<file path="config.mk">
export PLATFORM = sky130hd
export DESIGN_NAME = mcc_ctrl_fsm
export DESIGN_NICKNAME = d
export VERILOG_FILES = /design/src/rtl/mcc_pkg.sv /design/src/rtl/mcc_op_decode.sv /design/src/rtl/mcc_next_state.sv /design/src/rtl/mcc_out_decode.sv /design/src/rtl/mcc_ctrl_fsm.sv
export SDC_FILE = /design/constraint.sdc
export NUM_CORES = 1
export LEC_CHECK = 0
export ABC_AREA = 1
export BUFFER_PORTS_ARGS = -buffer_cell sky130_fd_sc_hd__clkbuf_2
export CAP_MARGIN = 20
export CORE_AREA = 10 10 47 49
export CTS_BUF_LIST = sky130_fd_sc_hd__clkbuf_2 sky130_fd_sc_hd__clkbuf_4 sky130_fd_sc_hd__clkbuf_8
export CTS_CLUSTER_DIAMETER = 100
export CTS_CLUSTER_SIZE = 30
export DETAILED_ROUTE_END_ITERATION = 16
export DIE_AREA = 0 0 57 59
export PLACE_DENSITY_LB_ADDON = 0.08
export SLEW_MARGIN = 10
export SYNTH_ARGS = -nofsm -noshare
export SYNTH_HDL_FRONTEND = slang
export SYNTH_SLANG_ARGS = --single-unit
export TNS_END_PERCENT = 5
</file>
<file path="constraint.sdc">
create_clock -name clk -period 1.15 [get_ports clk]
set_clock_uncertainty 0.05 [all_clocks]
set_input_delay 0.0575 -clock clk [delete_from_list [all_inputs] [get_ports clk]]
set_output_delay 0.0575 -clock clk [all_outputs]
set_load 0.02 [all_outputs]
</file>
<file path="src/rtl/mcc_pkg.sv">
package mcc_pkg;

    typedef enum logic [3:0] {
        ST_FETCH     = 4'd0,
        ST_DECODE    = 4'd1,
        ST_MEM_ADDR  = 4'd2,
        ST_MEM_READ  = 4'd3,
        ST_LOAD_WB   = 4'd4,
        ST_MEM_WRITE = 4'd5,
        ST_EXECUTE   = 4'd6,
        ST_ALU_WB    = 4'd7,
        ST_BRANCH    = 4'd8
    } state_t;

    typedef enum logic [2:0] {
        CLS_RTYPE  = 3'd0,
        CLS_LOAD   = 3'd1,
        CLS_STORE  = 3'd2,
        CLS_BRANCH = 3'd3,
        CLS_OTHER  = 3'd4
    } instr_cls_t;

    localparam logic [1:0] BSEL_REG   = 2'b00;
    localparam logic [1:0] BSEL_FOUR  = 2'b01;
    localparam logic [1:0] BSEL_IMM   = 2'b10;
    localparam logic [1:0] BSEL_SHIFT = 2'b11;

    localparam logic [1:0] ACLS_ADD   = 2'b00;
    localparam logic [1:0] ACLS_SUB   = 2'b01;
    localparam logic [1:0] ACLS_FUNCT = 2'b10;

    localparam logic [1:0] PCSRC_ALU    = 2'b00;
    localparam logic [1:0] PCSRC_TARGET = 2'b01;

    typedef struct packed {
        logic       addr_from_alu;
        logic       mem_rd;
        logic       mem_wr;
        logic       ir_load;
        logic       alu_a_sel;
        logic [1:0] alu_b_sel;
        logic [1:0] alu_class;
        logic       pc_wr;
        logic [1:0] pc_src;
        logic       dst_is_rd;
        logic       rf_wr;
        logic       wb_from_mem;
    } ctrl_t;

    localparam ctrl_t CTRL_IDLE = '0;

endpackage

</file>
<file path="src/rtl/mcc_op_decode.sv">
module mcc_op_decode
    import mcc_pkg::*;
#(
    parameter int              OP_W      = 6,
    parameter logic [OP_W-1:0] OP_RTYPE  = 6'h00,
    parameter logic [OP_W-1:0] OP_LOAD   = 6'h23,
    parameter logic [OP_W-1:0] OP_STORE  = 6'h2B,
    parameter logic [OP_W-1:0] OP_BRANCH = 6'h04
) (
    input  logic [OP_W-1:0] opcode,
    output instr_cls_t      cls
);

    always_comb begin
        if (opcode == OP_RTYPE)       cls = CLS_RTYPE;
        else if (opcode == OP_LOAD)   cls = CLS_LOAD;
        else if (opcode == OP_STORE)  cls = CLS_STORE;
        else if (opcode == OP_BRANCH) cls = CLS_BRANCH;
        else                          cls = CLS_OTHER;
    end

endmodule

</file>
<file path="src/rtl/mcc_next_state.sv">
module mcc_next_state
    import mcc_pkg::*;
(
    input  state_t     cur,
    input  instr_cls_t cls,
    output state_t     nxt
);

    always_comb begin
        nxt = ST_FETCH;
        unique case (cur)
            ST_FETCH:     nxt = ST_DECODE;                      // T_FETCH_DECODE
            ST_DECODE: begin                                    // T_DECODE_DISPATCH
                unique case (cls)
                    CLS_LOAD, CLS_STORE: nxt = ST_MEM_ADDR;
                    CLS_RTYPE:           nxt = ST_EXECUTE;
                    CLS_BRANCH:          nxt = ST_BRANCH;
                    default:             nxt = ST_FETCH;
                endcase
            end
            ST_MEM_ADDR:  nxt = (cls == CLS_LOAD) ? ST_MEM_READ  // T_ADDR_SPLIT
                                                  : ST_MEM_WRITE;
            ST_MEM_READ:  nxt = ST_LOAD_WB;                     // T_READ_WB
            ST_EXECUTE:   nxt = ST_ALU_WB;                      // T_EXEC_WB
            ST_LOAD_WB,
            ST_MEM_WRITE,
            ST_ALU_WB,
            ST_BRANCH:    nxt = ST_FETCH;                       // T_RETIRE
            default:      nxt = ST_FETCH;
        endcase
    end

endmodule

</file>
<file path="src/rtl/mcc_out_decode.sv">
module mcc_out_decode
    import mcc_pkg::*;
(
    input  state_t cur,
    input  logic   alu_zero,
    output ctrl_t  ctl
);

    always_comb begin
        ctl = CTRL_IDLE;
        unique case (cur)
            ST_FETCH: begin
                ctl.mem_rd    = 1'b1;
                ctl.ir_load   = 1'b1;
                ctl.alu_b_sel = BSEL_FOUR;
                ctl.alu_class = ACLS_ADD;
                ctl.pc_wr     = 1'b1;
                ctl.pc_src    = PCSRC_ALU;
            end
            ST_DECODE: begin
                ctl.alu_b_sel = BSEL_SHIFT;
                ctl.alu_class = ACLS_ADD;
            end
            ST_MEM_ADDR: begin
                ctl.alu_a_sel = 1'b1;
                ctl.alu_b_sel = BSEL_IMM;
                ctl.alu_class = ACLS_ADD;
            end
            ST_MEM_READ: begin
                ctl.addr_from_alu = 1'b1;
                ctl.mem_rd        = 1'b1;
            end
            ST_MEM_WRITE: begin
                ctl.addr_from_alu = 1'b1;
                ctl.mem_wr        = 1'b1;
            end
            ST_LOAD_WB: begin
                ctl.rf_wr       = 1'b1;
                ctl.wb_from_mem = 1'b1;
            end
            ST_EXECUTE: begin
                ctl.alu_a_sel = 1'b1;
                ctl.alu_b_sel = BSEL_REG;
                ctl.alu_class = ACLS_FUNCT;
            end
            ST_ALU_WB: begin
                ctl.dst_is_rd = 1'b1;
                ctl.rf_wr     = 1'b1;
            end
            ST_BRANCH: begin
                ctl.alu_a_sel = 1'b1;
                ctl.alu_b_sel = BSEL_REG;
                ctl.alu_class = ACLS_SUB;
                ctl.pc_src    = PCSRC_TARGET;
                ctl.pc_wr     = alu_zero;
            end
            default: ctl = CTRL_IDLE;
        endcase
    end

endmodule

</file>
<file path="src/rtl/mcc_ctrl_fsm.sv">
module mcc_ctrl_fsm
    import mcc_pkg::*;
#(
    parameter int              OP_W      = 6,
    parameter logic [OP_W-1:0] OP_RTYPE  = 6'h00,
    parameter logic [OP_W-1:0] OP_LOAD   = 6'h23,
    parameter logic [OP_W-1:0] OP_STORE  = 6'h2B,
    parameter logic [OP_W-1:0] OP_BRANCH = 6'h04
) (
    input  logic            clk,
    input  logic            rst,
    input  logic [OP_W-1:0] opcode,
    input  logic            alu_zero,
    output logic            addr_from_alu,
    output logic            mem_rd,
    output logic            mem_wr,
    output logic            ir_load,
    output logic            alu_a_sel,
    output logic [1:0]      alu_b_sel,
    output logic [1:0]      alu_class,
    output logic            pc_wr,
    output logic [1:0]      pc_src,
    output logic            dst_is_rd,
    output logic            rf_wr,
    output logic            wb_from_mem
);

    state_t     state_q;
    state_t     state_d;
    instr_cls_t cls;
    ctrl_t      ctl;

    mcc_op_decode #(
        .OP_W     (OP_W),
        .OP_RTYPE (OP_RTYPE),
        .OP_LOAD  (OP_LOAD),
        .OP_STORE (OP_STORE),
        .OP_BRANCH(OP_BRANCH)
    ) op_dec_i (
        .opcode(opcode),
        .cls   (cls)
    );

    mcc_next_state nxt_i (
        .cur(state_q),
        .cls(cls),
        .nxt(state_d)
    );

    mcc_out_decode out_i (
        .cur     (state_q),
        .alu_zero(alu_zero),
        .ctl     (ctl)
    );

    always_ff @(posedge clk) begin
        if (rst) state_q <= ST_FETCH;
        else     state_q <= state_d;
    end

    always_comb begin
        addr_from_alu = ctl.addr_from_alu;
        mem_rd        = ctl.mem_rd;
        mem_wr        = ctl.mem_wr;
        ir_load       = ctl.ir_load;
        alu_a_sel     = ctl.alu_a_sel;
        alu_b_sel     = ctl.alu_b_sel;
        alu_class     = ctl.alu_class;
        pc_wr         = ctl.pc_wr;
        pc_src        = ctl.pc_src;
        dst_is_rd     = ctl.dst_is_rd;
        rf_wr         = ctl.rf_wr;
        wb_from_mem   = ctl.wb_from_mem;
    end

endmodule

</file>
# After elaboration in Yosys (flattened, before gate mapping)
# Index checks and enable logic that the tools add are counted.
word_totals:
  latchBits: 0
  input_bits: 9
  wordCells: 40
  out_inout_bits: 15
  mem_bits_rw: 0
  mem_bits_ro: 0
  mem_count: 0
  ff_bits: 4
classes:
  n_mul: 0
  reduce_logical: 8
  eq_ne: 14
  muxes: 17
  div_mod_pow: 0
  n_shift: 0
  bitwise_logic: 0
  addsub: 0
  magnitude_cmp: 0
ops:
  columns: ["cell", "count"]
  rows:
  - ["$pmux W4 S5", 2]
  - ["$eq A4 B3 Y1 const B", 4]
  - ["$mux W3", 5]
  - ["$eq A6 B6 Y1 const B", 2]
  - ["$pmux W4 S3", 1]
  - ["$eq A4 B2 Y1 const B", 2]
  - ["$mux W1", 8]
  - ["$reduce_or A2 Y1", 4]
  - ["$eq A3 B2 Y1 const B", 2]
  - ["$eq A6 B3 Y1 const B", 1]
  - ["$logic_not A6 Y1", 1]
  - ["$pmux W3 S2", 1]
  - ["$eq A4 B1 Y1 const B", 1]
  - ["$eq A4 B4 Y1 const B", 1]
  - ["$logic_not A4 Y1", 1]
  - ["$eq A3 B1 Y1 const B", 1]
  - ["$logic_not A3 Y1", 1]
  - ["$reduce_or A3 Y1", 1]

# Depth between registers and ports, before layout
# Gate-level depths: netlist of the first run.
logic_depth:
  depth_word: 9
  ltp_mapped: 7

# Modules after synthesis
# Synthesis of the first run repeated with hierarchy kept, for this count alone.
hier_totals:
  hier_cells: 95
  hier_area_um2: 470.5
by_module_without_submodules:
  columns: ["module", "cells_per_inst", "area_each_um2", "instances"]
  rows:
  - ["mcc_next_state", 31, 142.6, 1]
  - ["mcc_out_decode", 33, 136.4, 1]
  - ["mcc_ctrl_fsm", 12, 110.1, 1]
  - ["mcc_op_decode", 19, 81.3, 1]

# Worst setup path after synthesis of the first run
# Ideal clock, no wire load.
synth_timing:
  kind: "register to output"
  startpoint: "reg state_q[1]"
  endpoint: "out alu_a_sel"
  t_required_ns: 1.043
  n_path_buf: 0
  slack_ns: -0.065
  arrival_ns: 1.107
  stages_incl_launch_ff: 5
  cell_sequence: "dfxtp_1 -> nor2_1 -> inv_2 -> nor3_2 -> or2_1"
synth_via:
  elab_chain_len: 3
synth_rtl:
  columns: ["item", "line", "rtl"]
  rows:
  - ["start, declared", "mcc_ctrl_fsm.sv:28", "state_t state_q;"]
  - ["start signal, assigned", "mcc_ctrl_fsm.sv:58", "else state_q <= state_d;"]
  - ["$eq A4 B2 Y1 (tied with other cells)", "mcc_out_decode.sv:11", "unique case (cur)"]
  - ["$reduce_or A3 Y1 (no line) (*)", null, null]
  - ["$mux W1 (*)", "mcc_out_decode.sv:11", null]
  - ["end, declared", "mcc_ctrl_fsm.sv:18", "output logic alu_a_sel,"]
# Every way passes the cells marked *; elsewhere a longest branch is shown, timed or not.

# Worst setup path after layout of the first run
layout_timing:
  startpoint: "reg state_q[0]"
  endpoint: "out pc_wr"
layout_via:
  elab_chain_len: 2
layout_rtl:
  columns: ["item", "line", "rtl"]
  rows:
  - ["$eq A4 B4 Y1 / $logic_not A4 Y1 (equally long branches)", "mcc_out_decode.sv:11", null]
  - ["$pmux W3 S2 (*)", "mcc_out_decode.sv:11", null]
  - ["end, declared", "mcc_ctrl_fsm.sv:21", "output logic pc_wr,"]
# Marked as above.

==> results of run 1 <==
what timing repair did:
| item | in CTS | in global routing |
|---|---|---|
| pin swaps | 0 | 4 |
| hold endpoints to repair | 1 | 0 |
| cloned | 0 | 0 |
| hold buffers | 1 | 0 |
| gates resized for setup | 20 | 12 |
| setup endpoints to repair | 14 | 16 |
| setup buffers | 0 | 0 |
metrics by stage:
stage	setup TNS, ps	hold WS [ps]
final	-835.1	36.72
after global routing	-1949	80.55
after CTS	-1149	35.04
after detailed placement	0	187.0
after global placement	0	189.4
after floorplan	0	76.57
layout make-up:
class / count / area share (%)
clock buffers: 3 / 3.750
inverters: 12 / 7.917
multi-input cells: 48 / 42.29
flip-flops and latches: 4 / 14.38
well taps: 16 / 3.333
repair buffers: 24 / 28.33
worst max-delay path, stage by stage (launching register included):
cell and delay [ps]:
dfxtp_4 350, nor2_4 120, inv_4 60, nor3_4 190, nand2_1 80, nand2_1 70, buf_6 110
cell usage after synthesis (all sizes together):
cell	count
nand2	17
nor2	16
inv	12
dfxtp	4
a21oi	3
nand3	3
nand3b	2
nor3	2
buf	1
conb	1
nor4	1
o21a	1
o21ai	1
or2	1
worst paths after layout:
check / from / end / cells past startpoint
hold reg to reg: state_q[3] / state_q[1] / 3
setup / recovery: state_q[0] / pc_wr / 6
hold / removal: opcode[2] / state_q[3] / 3
setup reg to reg: state_q[3] / state_q[2] / 7
logic make-up after synthesis:
family | after synthesis | synth area share (%)
other | 1 | 1.033
AOI/OAI and AO/OA | 5 | 7.584
buffers and inverters | 13 | 14.48
and+or+nand+nor | 42 | 54.83
DFF | 4 | 22.07
power by group through the flow:
stage	clock network (mW)	logic, mW	registers [mW]
floorplan	0	0.0635	0.148
global placement	0	0.0980	0.148
detailed placement	0	0.0983	0.148
CTS	0.176	0.111	0.148
global route	0.185	0.129	0.149
finish	0.169	0.117	0.148
layout by cell type (no fill, tap or decap):
| master | n |
|---|---|
| nor3_1 | 1 |
| o21a_1 | 1 |
| conb_1 | 1 |
| nor2_1 | 12 |
| dlygate4sd3_1 | 1 |
| dfxtp_1 | 1 |
| clkbuf_4 | 11 |
| buf_6 | 2 |
| nand3b_1 | 2 |
| nand2_1 | 13 |
| buf_4 | 5 |
| nand2_4 | 1 |
| nor2_4 | 2 |
| inv_1 | 9 |
| nor2_2 | 2 |
| a21oi_1 | 3 |
| inv_2 | 2 |
| nor3_4 | 1 |
| clkbuf_2 | 8 |
| nand3_1 | 3 |
| dfxtp_4 | 1 |
| nand2_2 | 3 |
| nor4_1 | 1 |
| dfxtp_2 | 2 |
| inv_4 | 1 |
| o21ai_1 | 1 |
| or2_1 | 1 |
layer usage:
| layer | wire length (µm) | global-route usage, % | share of wire (%) | vias up |
|---|---|---|---|---|
| met1 | 459 | 8.072 | 41 | 192 |
| met5 | 0 | 0 | 0 | - |
| met3 | 110 | 3.219 | 9.9 | 0 |
| met4 | 0 | 4.027 | 0 | 0 |
| li1 | - | - | - | 250 |
| met2 | 544 | 11.16 | 49 | 20 |
==> results.sh, run 1 <==
export IMPL_outcome="finished, violations left"
export IMPL_violated_checks="negative setup slack"
export IMPL_rsz0062_at_grt="yes"
export IMPL_die_area_um2=3363
export IMPL_grt_antenna_before_repair=0
export IMPL_ys_top_cells_by_area="dfxtp_1, nand2_1, nor2_1, inv_1, nor2_2"
export IMPL_port_buffers=22
export IMPL_max_cap_violations=0
export IMPL_area_growth_synth_to_final_pct=65.52
export IMPL_insertion_delay_ps=230
export IMPL_worstPathArrival_ps=1210
export IMPL_yosys_area_top_type_share_pct=22.07
export IMPL_mappedNetlistArea_um2=362.8
export IMPL_largest_register="state_q"
export IMPL_ctsLongestPathBuffers=2
export IMPL_power_leakage_nw=0.3182
export IMPL_crit_start_category="flip-flop"
export IMPL_power_density_nw_per_um2=722.6
export IMPL_final_area_um2=600.6
export IMPL_place_area_um2=499.2
export IMPL_finalWeightedCongestion=0.7457
export IMPL_vias=462
export IMPL_global_route_wire_length_before_repair_mm=2.021
export IMPL_critical_path_endpoint_type="output port"
export IMPL_worstSetupPathType="flip-flop to output port"
export IMPL_ir_drop_mv=0.2702
export IMPL_worst_r2r_setup_slack_ps=100
export IMPL_power_net_switching_uw=124.3
export IMPL_worst_slack_ps=-169.5
export IMPL_layout_filler_cells=175
export IMPL_cts_root_buf="clkbuf_4"
export IMPL_clock_pin_slew_on_the_worst_setup_and_hold_paths_ps=40
export IMPL_sequentialPowerShare_pct=34.1
export IMPL_yosys_register_bits=4
export IMPL_min_period_ps=1320
export IMPL_min_period_over_period_pct=114.7
export IMPL_syn_instance_count=65
export IMPL_synth_fp_nets=74
export IMPL_initial_core_util_pct=25.89
export IMPL_antenna_cells=0
export IMPL_cts_htree_levels=1
export IMPL_largest_register_ff_count=4
export IMPL_floorplan_die_height_um=59
export IMPL_core_area_um2=1401
export IMPL_footprint_of_the_multi_input_gates_um2=254.0
export IMPL_antenna_violating_nets_post_route=0
export IMPL_drt_vias_per_instance=4.318
export IMPL_grt_max_degree=8
export IMPL_final_core_util_pct=42.86
export IMPL_tritoncts="yes"
export IMPL_fin_cells=107
export IMPL_totalWireLength_mm=1.114
export IMPL_worst_ep_required_time_ps=1040
export IMPL_share_clk_of_total_power_pct=38.8
export IMPL_ios=24
export IMPL_dieWidth_um=57
export IMPL_worstHoldPathType="primary input to flip-flop"
export IMPL_synth_area_leader_cell="dfxtp_1"
export IMPL_timing_fmax_mhz=757.9
export IMPL_pre_cts_ws_ps=32.89
export IMPL_wl_per_cell_um=10.41
export IMPL_detailedPlacementHpwl_mm=1.001
export IMPL_comb_power_share_pct=27.0
export IMPL_layout_area_seq_um2=86.33
export IMPL_power_internal_uw=309.7
export IMPL_dr_pass1_iters=2
export IMPL_track_usage_pct=7.211
export IMPL_final_net_count=102
export IMPL_largestRegisters="state_q (4)"
export IMPL_layout_drive_gt1_share_pct=45.05
export IMPL_numCtsBuffers=3
export IMPL_timing_max_transition_violations_final=0
export IMPL_synth_sequential_area_ratio_pct=22.07
export IMPL_critical_path_fanouts_max=5
export IMPL_synth_cell_types=19
export IMPL_drcViolationCount=0
export IMPL_cts_sink_count=4
export IMPL_per_instance_average_area_after_synthesis_um2=5.582
export IMPL_grt_overflow_total=0
export IMPL_detail_route_iter0_violations=4
export IMPL_synth_warning_count=0
export IMPL_sw_frac_of_total_pct=28.64
export IMPL_num_rows=14
export IMPL_power_total_uw=434.0
export IMPL_placed_cells_incl_taps=103
export IMPL_first_global_vias=487
export IMPL_hold_viol_final=0
export IMPL_setup_viol=13
Note: power is estimated with default switching activity, not from simulation.
==> inputs of run 2 (changes only) <==
--- a/config.mk
+++ b/config.mk
@@ -9,7 +9,7 @@
 export BUFFER_PORTS_ARGS = -buffer_cell sky130_fd_sc_hd__clkbuf_2
 export CAP_MARGIN = 20
 export CORE_AREA = 10 10 47 49
-export CTS_BUF_LIST = sky130_fd_sc_hd__clkbuf_2 sky130_fd_sc_hd__clkbuf_4 sky130_fd_sc_hd__clkbuf_8
+export CTS_BUF_LIST = sky130_fd_sc_hd__clkbuf_16
 export CTS_CLUSTER_DIAMETER = 100
 export CTS_CLUSTER_SIZE = 30
 export DETAILED_ROUTE_END_ITERATION = 16
==> run 2 against run 1 <==
Effect of this change: the flow still finishes with violations (negative setup slack); final area increased by 8.3%; cell count is the same; sequential power about the same; wire length is 2.4% higher; first-iteration DRC count fell by 25%; via count fell by 0.22%; utilization rose by 3.6 points; combinational power barely moved; count of clock-buffer cells in the layout did not move; largest power group unchanged.
==> results.sh, run 2 (synthesized netlist as in run 1, its figures left out) <==
export IMPL_outcome="finished, violations left"
export IMPL_violated_checks="negative setup slack"
export IMPL_grt_overflow_total=0
export IMPL_wl_per_cell_um=10.66
export IMPL_rsz0062_at_grt="yes"
export IMPL_ctsLongestPathBuffers=2
export IMPL_finalWeightedCongestion=0.7457
export IMPL_timing_max_transition_violations_final=0
export IMPL_area_growth_synth_to_final_pct=79.31
export IMPL_largest_register="state_q"
export IMPL_most_common_cell_after_layout_fill_and_taps_aside="nand2_1"
export IMPL_final_cell_mix="nand2_1, nor2_1, inv_1"
export IMPL_insertion_delay_ps=220
export IMPL_worst_ep_required_time_ps=1040
export IMPL_min_period_ps=1308
export IMPL_max_cap_violations=0
export IMPL_cts_setup_buffers=0
export IMPL_worstHoldPathType="primary input to flip-flop"
export IMPL_port_buffers=22
export IMPL_dr_pass1_iters=3
export IMPL_initial_core_util_pct=25.89
export IMPL_crit_path_cell_chain="nor2_4 > inv_4 > nor3_4 > nand2_1 > nand2_1 > buf_6"
export IMPL_drt_vias_per_instance=4.308
export IMPL_clock_pin_slew_on_the_worst_setup_and_hold_paths_ps=30
export IMPL_grt_antenna_before_repair=0
export IMPL_timing_critical_path_slowest_cell_delay_ps=350
export IMPL_ios=24
export IMPL_numCtsBuffers=3
export IMPL_totalWireLength_mm=1.141
export IMPL_critical_path_fanouts_max=5
export IMPL_global_route_wire_length_before_repair_mm=2.076
export IMPL_dieWidth_um=57
export IMPL_tritoncts="yes"
export IMPL_hold_path_depth=3
export IMPL_cts_sink_count=4
export IMPL_power_leakage_nw=0.3422
export IMPL_power_density_nw_per_um2=1236
export IMPL_cts_root_buf="clkbuf_16"
export IMPL_grt_max_degree=8
export IMPL_final_net_count=102
export IMPL_setup_tns_final_ps=-676.9
export IMPL_core_area_um2=1401
export IMPL_antenna_violating_nets_post_route=0
export IMPL_worst_slack_ps=-157.9
export IMPL_detail_route_iter0_violations=3
export IMPL_placed_cells_incl_taps=103
export IMPL_setup_viol=10
export IMPL_die_area_um2=3363
export IMPL_antenna_cells=0
export IMPL_final_core_util_pct=46.43
export IMPL_vias=461
export IMPL_worst_r2r_setup_slack_ps=100
export IMPL_pre_cts_ws_ps=32.89
export IMPL_ir_drop_mv=0.5274
export IMPL_cpMostUsedCell="nand2_1"
export IMPL_first_global_vias=491
export IMPL_fin_cells=107
export IMPL_floorplan_die_height_um=59
export IMPL_place_area_um2=499.2
export IMPL_crit_path_top_delay_cell="dfxtp_4"
export IMPL_hold_slack_ps=45.91
export IMPL_timing_fmax_mhz=764.6
export IMPL_detailedPlacementHpwl_mm=1.001
export IMPL_power_total_uw=804.4
export IMPL_largest_register_ff_count=4
export IMPL_largestRegisters="state_q (4)"
export IMPL_worstPathArrival_ps=1200
export IMPL_cts_htree_levels=1
export IMPL_min_period_over_period_pct=113.7
export IMPL_drcViolationCount=0
export IMPL_final_area_um2=650.6
export IMPL_num_rows=14
export IMPL_layout_drive_gt1_share_pct=45.05
export IMPL_critical_path_endpoint_type="output port"
export IMPL_track_usage_pct=7.689
export IMPL_crit_start_category="flip-flop"
export IMPL_worstSetupPathType="flip-flop to output port"
export IMPL_length_in_cells_of_the_worst_reg_to_reg_path=7
export IMPL_hold_viol_final=0
run 2: routing by layer:
metal / wire length (µm) / GRT usage, %
met1: 456 / 8.193
met3: 114 / 3.863
met5: 0 / 0
met4: 15 / 6.040
met2: 554 / 11.32
run 2: final timing paths:
path / endpoint / startpoint
min: state_q[3] / opcode[2]
min reg2reg: state_q[1] / state_q[3]
max reg2reg: state_q[2] / state_q[3]
max: pc_wr / state_q[0]
run 2: final cells by class:
cell class | count | area (µm²)
inverter | 12 | 47.55
sequential | 4 | 86.33
clock buffer | 3 | 75.07
tap | 16 | 20.02
timing repair buffer | 24 | 167.7
fill | 165 | 750.7
multi-input combinational | 48 | 254.0
run 2: critical path, delay by kind of cell (launching register included):
kind / cells / cell delay, ps
buffers and inverters: 2 / 170
DFF: 1 / 350
and+or+nand+nor: 4 / 450
run 2: what timing repair did:
item | 4_1_cts | 5_1_grt
gates resized for setup | 17 | 16
pin swaps | 0 | 4
hold buffers | 1 | 0
endpoints found under the hold margin | 1 | 0
setup endpoints to repair | 14 | 16
cloned | 0 | 0
run 2: power breakdown:
part           internal (mW)  switching, mW  leakage (nW)
Clock                  0.444         0.0947        0.0370
Combinational         0.0506         0.0669         0.271
Sequential             0.143        0.00519        0.0341
==> inputs of run 3 (changes only) <==
--- a/config.mk
+++ b/config.mk
@@ -14,6 +14,7 @@
 export CTS_CLUSTER_SIZE = 30
 export DETAILED_ROUTE_END_ITERATION = 16
 export DIE_AREA = 0 0 57 59
+export HOLD_SLACK_MARGIN = 0.05
 export PLACE_DENSITY_LB_ADDON = 0.08
 export SLEW_MARGIN = 10
 export SYNTH_ARGS = -nofsm -noshare
==> run 3 against run 2 <==
Effect of this change: the flow still finishes with violations (negative setup slack); largest cell class unchanged; critical endpoint unchanged; first-iteration DRC count unchanged; setup slack unchanged; hold slack better by 9.6 ps; maximum frequency did not move; clock power about the same; register-to-register slack is essentially flat; utilization is 0.71 points higher; cell count up 0.93%; via count increased by 1.3%.
==> results.sh, run 3 (synthesized netlist as in run 1, its figures left out) <==
export IMPL_detail_route_iter0_violations=3
export IMPL_fin_cells=108
export IMPL_floorplan_die_height_um=59
export IMPL_insertion_delay_ps=220
export IMPL_initial_core_util_pct=25.89
export IMPL_totalWireLength_mm=1.142
export IMPL_clock_pin_slew_on_the_worst_setup_and_hold_paths_ps=30
export IMPL_timing_max_transition_violations_final=0
export IMPL_core_area_um2=1401
export IMPL_global_route_wire_length_before_repair_mm=2.104
export IMPL_grt_antenna_before_repair=0
export IMPL_crit_start_category="flip-flop"
export IMPL_critical_path_fanouts_max=5
export IMPL_power_density_nw_per_um2=1221
export IMPL_drt_vias_per_instance=4.324
export IMPL_layout_drive_gt1_share_pct=44.57
export IMPL_drcViolationCount=0
export IMPL_final_net_count=103
export IMPL_timing_hold_worst_start="opcode[3]"
export IMPL_cts_setup_buffers=0
export IMPL_worst_ep_required_time_ps=1040
export IMPL_vias=467
export IMPL_ir_drop_mv=0.5275
export IMPL_setup_viol=10
export IMPL_worst_r2r_setup_slack_ps=100
export IMPL_rsz0062_at_grt="yes"
export IMPL_critical_path_endpoint_type="output port"
export IMPL_most_common_cell_after_layout_fill_and_taps_aside="nand2_1"
export IMPL_port_buffers=22
export IMPL_largest_register="state_q"
export IMPL_worstHoldPathType="primary input to flip-flop"
export IMPL_area_growth_synth_to_final_pct=82.07
export IMPL_cts_root_buf="clkbuf_16"
export IMPL_timing_hold_worst_endpoint="state_q[3]"
export IMPL_wl_per_cell_um=10.57
export IMPL_track_usage_pct=7.776
export IMPL_tritoncts="yes"
export IMPL_worstSetupPathType="flip-flop to output port"
export IMPL_length_in_cells_of_the_worst_reg_to_reg_path=7
export IMPL_r2r_start="state_q[3]"
export IMPL_max_cap_violations=0
export IMPL_final_cell_mix="nand2_1, nor2_1, inv_1"
export IMPL_cts_sink_count=4
export IMPL_largestRegisters="state_q (4)"
export IMPL_placed_cells_incl_taps=103
export IMPL_min_period_ps=1308
export IMPL_violated_checks="negative setup slack"
export IMPL_outcome="finished, violations left"
export IMPL_largest_register_ff_count=4
export IMPL_final_area_um2=660.6
export IMPL_timing_fmax_mhz=764.6
export IMPL_antenna_violating_nets_post_route=0
export IMPL_power_leakage_nw=0.3464
export IMPL_first_global_vias=501
export IMPL_ctsLongestPathBuffers=2
export IMPL_dieWidth_um=57
export IMPL_ios=24
export IMPL_worst_slack_ps=-157.9
export IMPL_grt_max_degree=8
export IMPL_hold_path_depth=3
export IMPL_min_period_over_period_pct=113.7
export IMPL_num_rows=14
export IMPL_dr_pass1_iters=3
export IMPL_numCtsBuffers=3
export IMPL_timing_rr_end="state_q[2]"
export IMPL_grt_overflow_total=0
export IMPL_worstPathArrival_ps=1200
export IMPL_hold_viol_final=0
export IMPL_cts_htree_levels=1
export IMPL_hold_slack_ps=55.47
export IMPL_die_area_um2=3363
export IMPL_place_area_um2=499.2
export IMPL_antenna_cells=0
export IMPL_detailedPlacementHpwl_mm=1.001
export IMPL_finalWeightedCongestion=0.7457
==> run 3: changes by cell type in the layout (fill, tap and decap cells not counted), sizes merged <==
cell and delta:
dlygate4sd3 +1
==> run 3: what timing repair did <==
item | 4_1_cts | 5_1_grt
pin swaps | 0 | 4
endpoints found under the setup margin | 14 | 16
gates resized for setup | 17 | 16
endpoints found under the hold margin | 2 | 0
hold buffers | 2 | 0
==> run 3: layer usage <==
metal	global-route usage [%]	vias to the layer above	wire length [µm]
li1	-	251	-
met1	8.193	193	452
met2	11.63	21	560
met3	3.863	2	114
met4	6.040	0	15
met5	0	-	0
==> run 3: worst max-delay path by stage <==
stage / from / depth (start not counted) / slack (ps) / to
CTS: state_q[3] / 6 / -160 / pc_wr
global placement: state_q[0] / 5 / 40 / alu_a_sel
finish: state_q[0] / 6 / -160 / pc_wr
floorplan: state_q[2] / 5 / 10 / pc_wr
global route: state_q[0] / 6 / -220 / pc_wr
detailed placement: state_q[0] / 5 / 30 / alu_a_sel
==> run 3: where the power goes <==
group	switching [mW]	internal (mW)
registers	0.00519	0.143
clock network	0.0947	0.444
logic	0.0671	0.0528
==> run 3: final cells by class <==
class,count,area (µm²)
Clock buffer,3,75.07
Fill cell,164,740.7
Timing Repair Buffer,25,177.7
Multi-Input combinational cell,48,254.0
Inverter,12,47.55
Sequential cell,4,86.33
Tap cell,16,20.02
==> run 3: per-stage QoR <==
stage	util, %	TNS [ps]	power, mW	setup WS, ps
finish	47.14	-676.9	0.8069	-157.9
global route	47.14	-1741	0.8399	-219.2
CTS	45.27	-961.2	0.8043	-162.6
detailed placement	35.63	0	0.2465	32.89
global placement	35.63	0	0.2462	44.33
floorplan	-	0	0.2114	13.33
==> run 3: worst max-delay path, stage by stage, from the launching register on <==
cell	delay (ps)
dfxtp_4	350
nor2_4	120
inv_4	60
nor3_4	180
nand2_1	80
nand2_1	70
buf_6	110
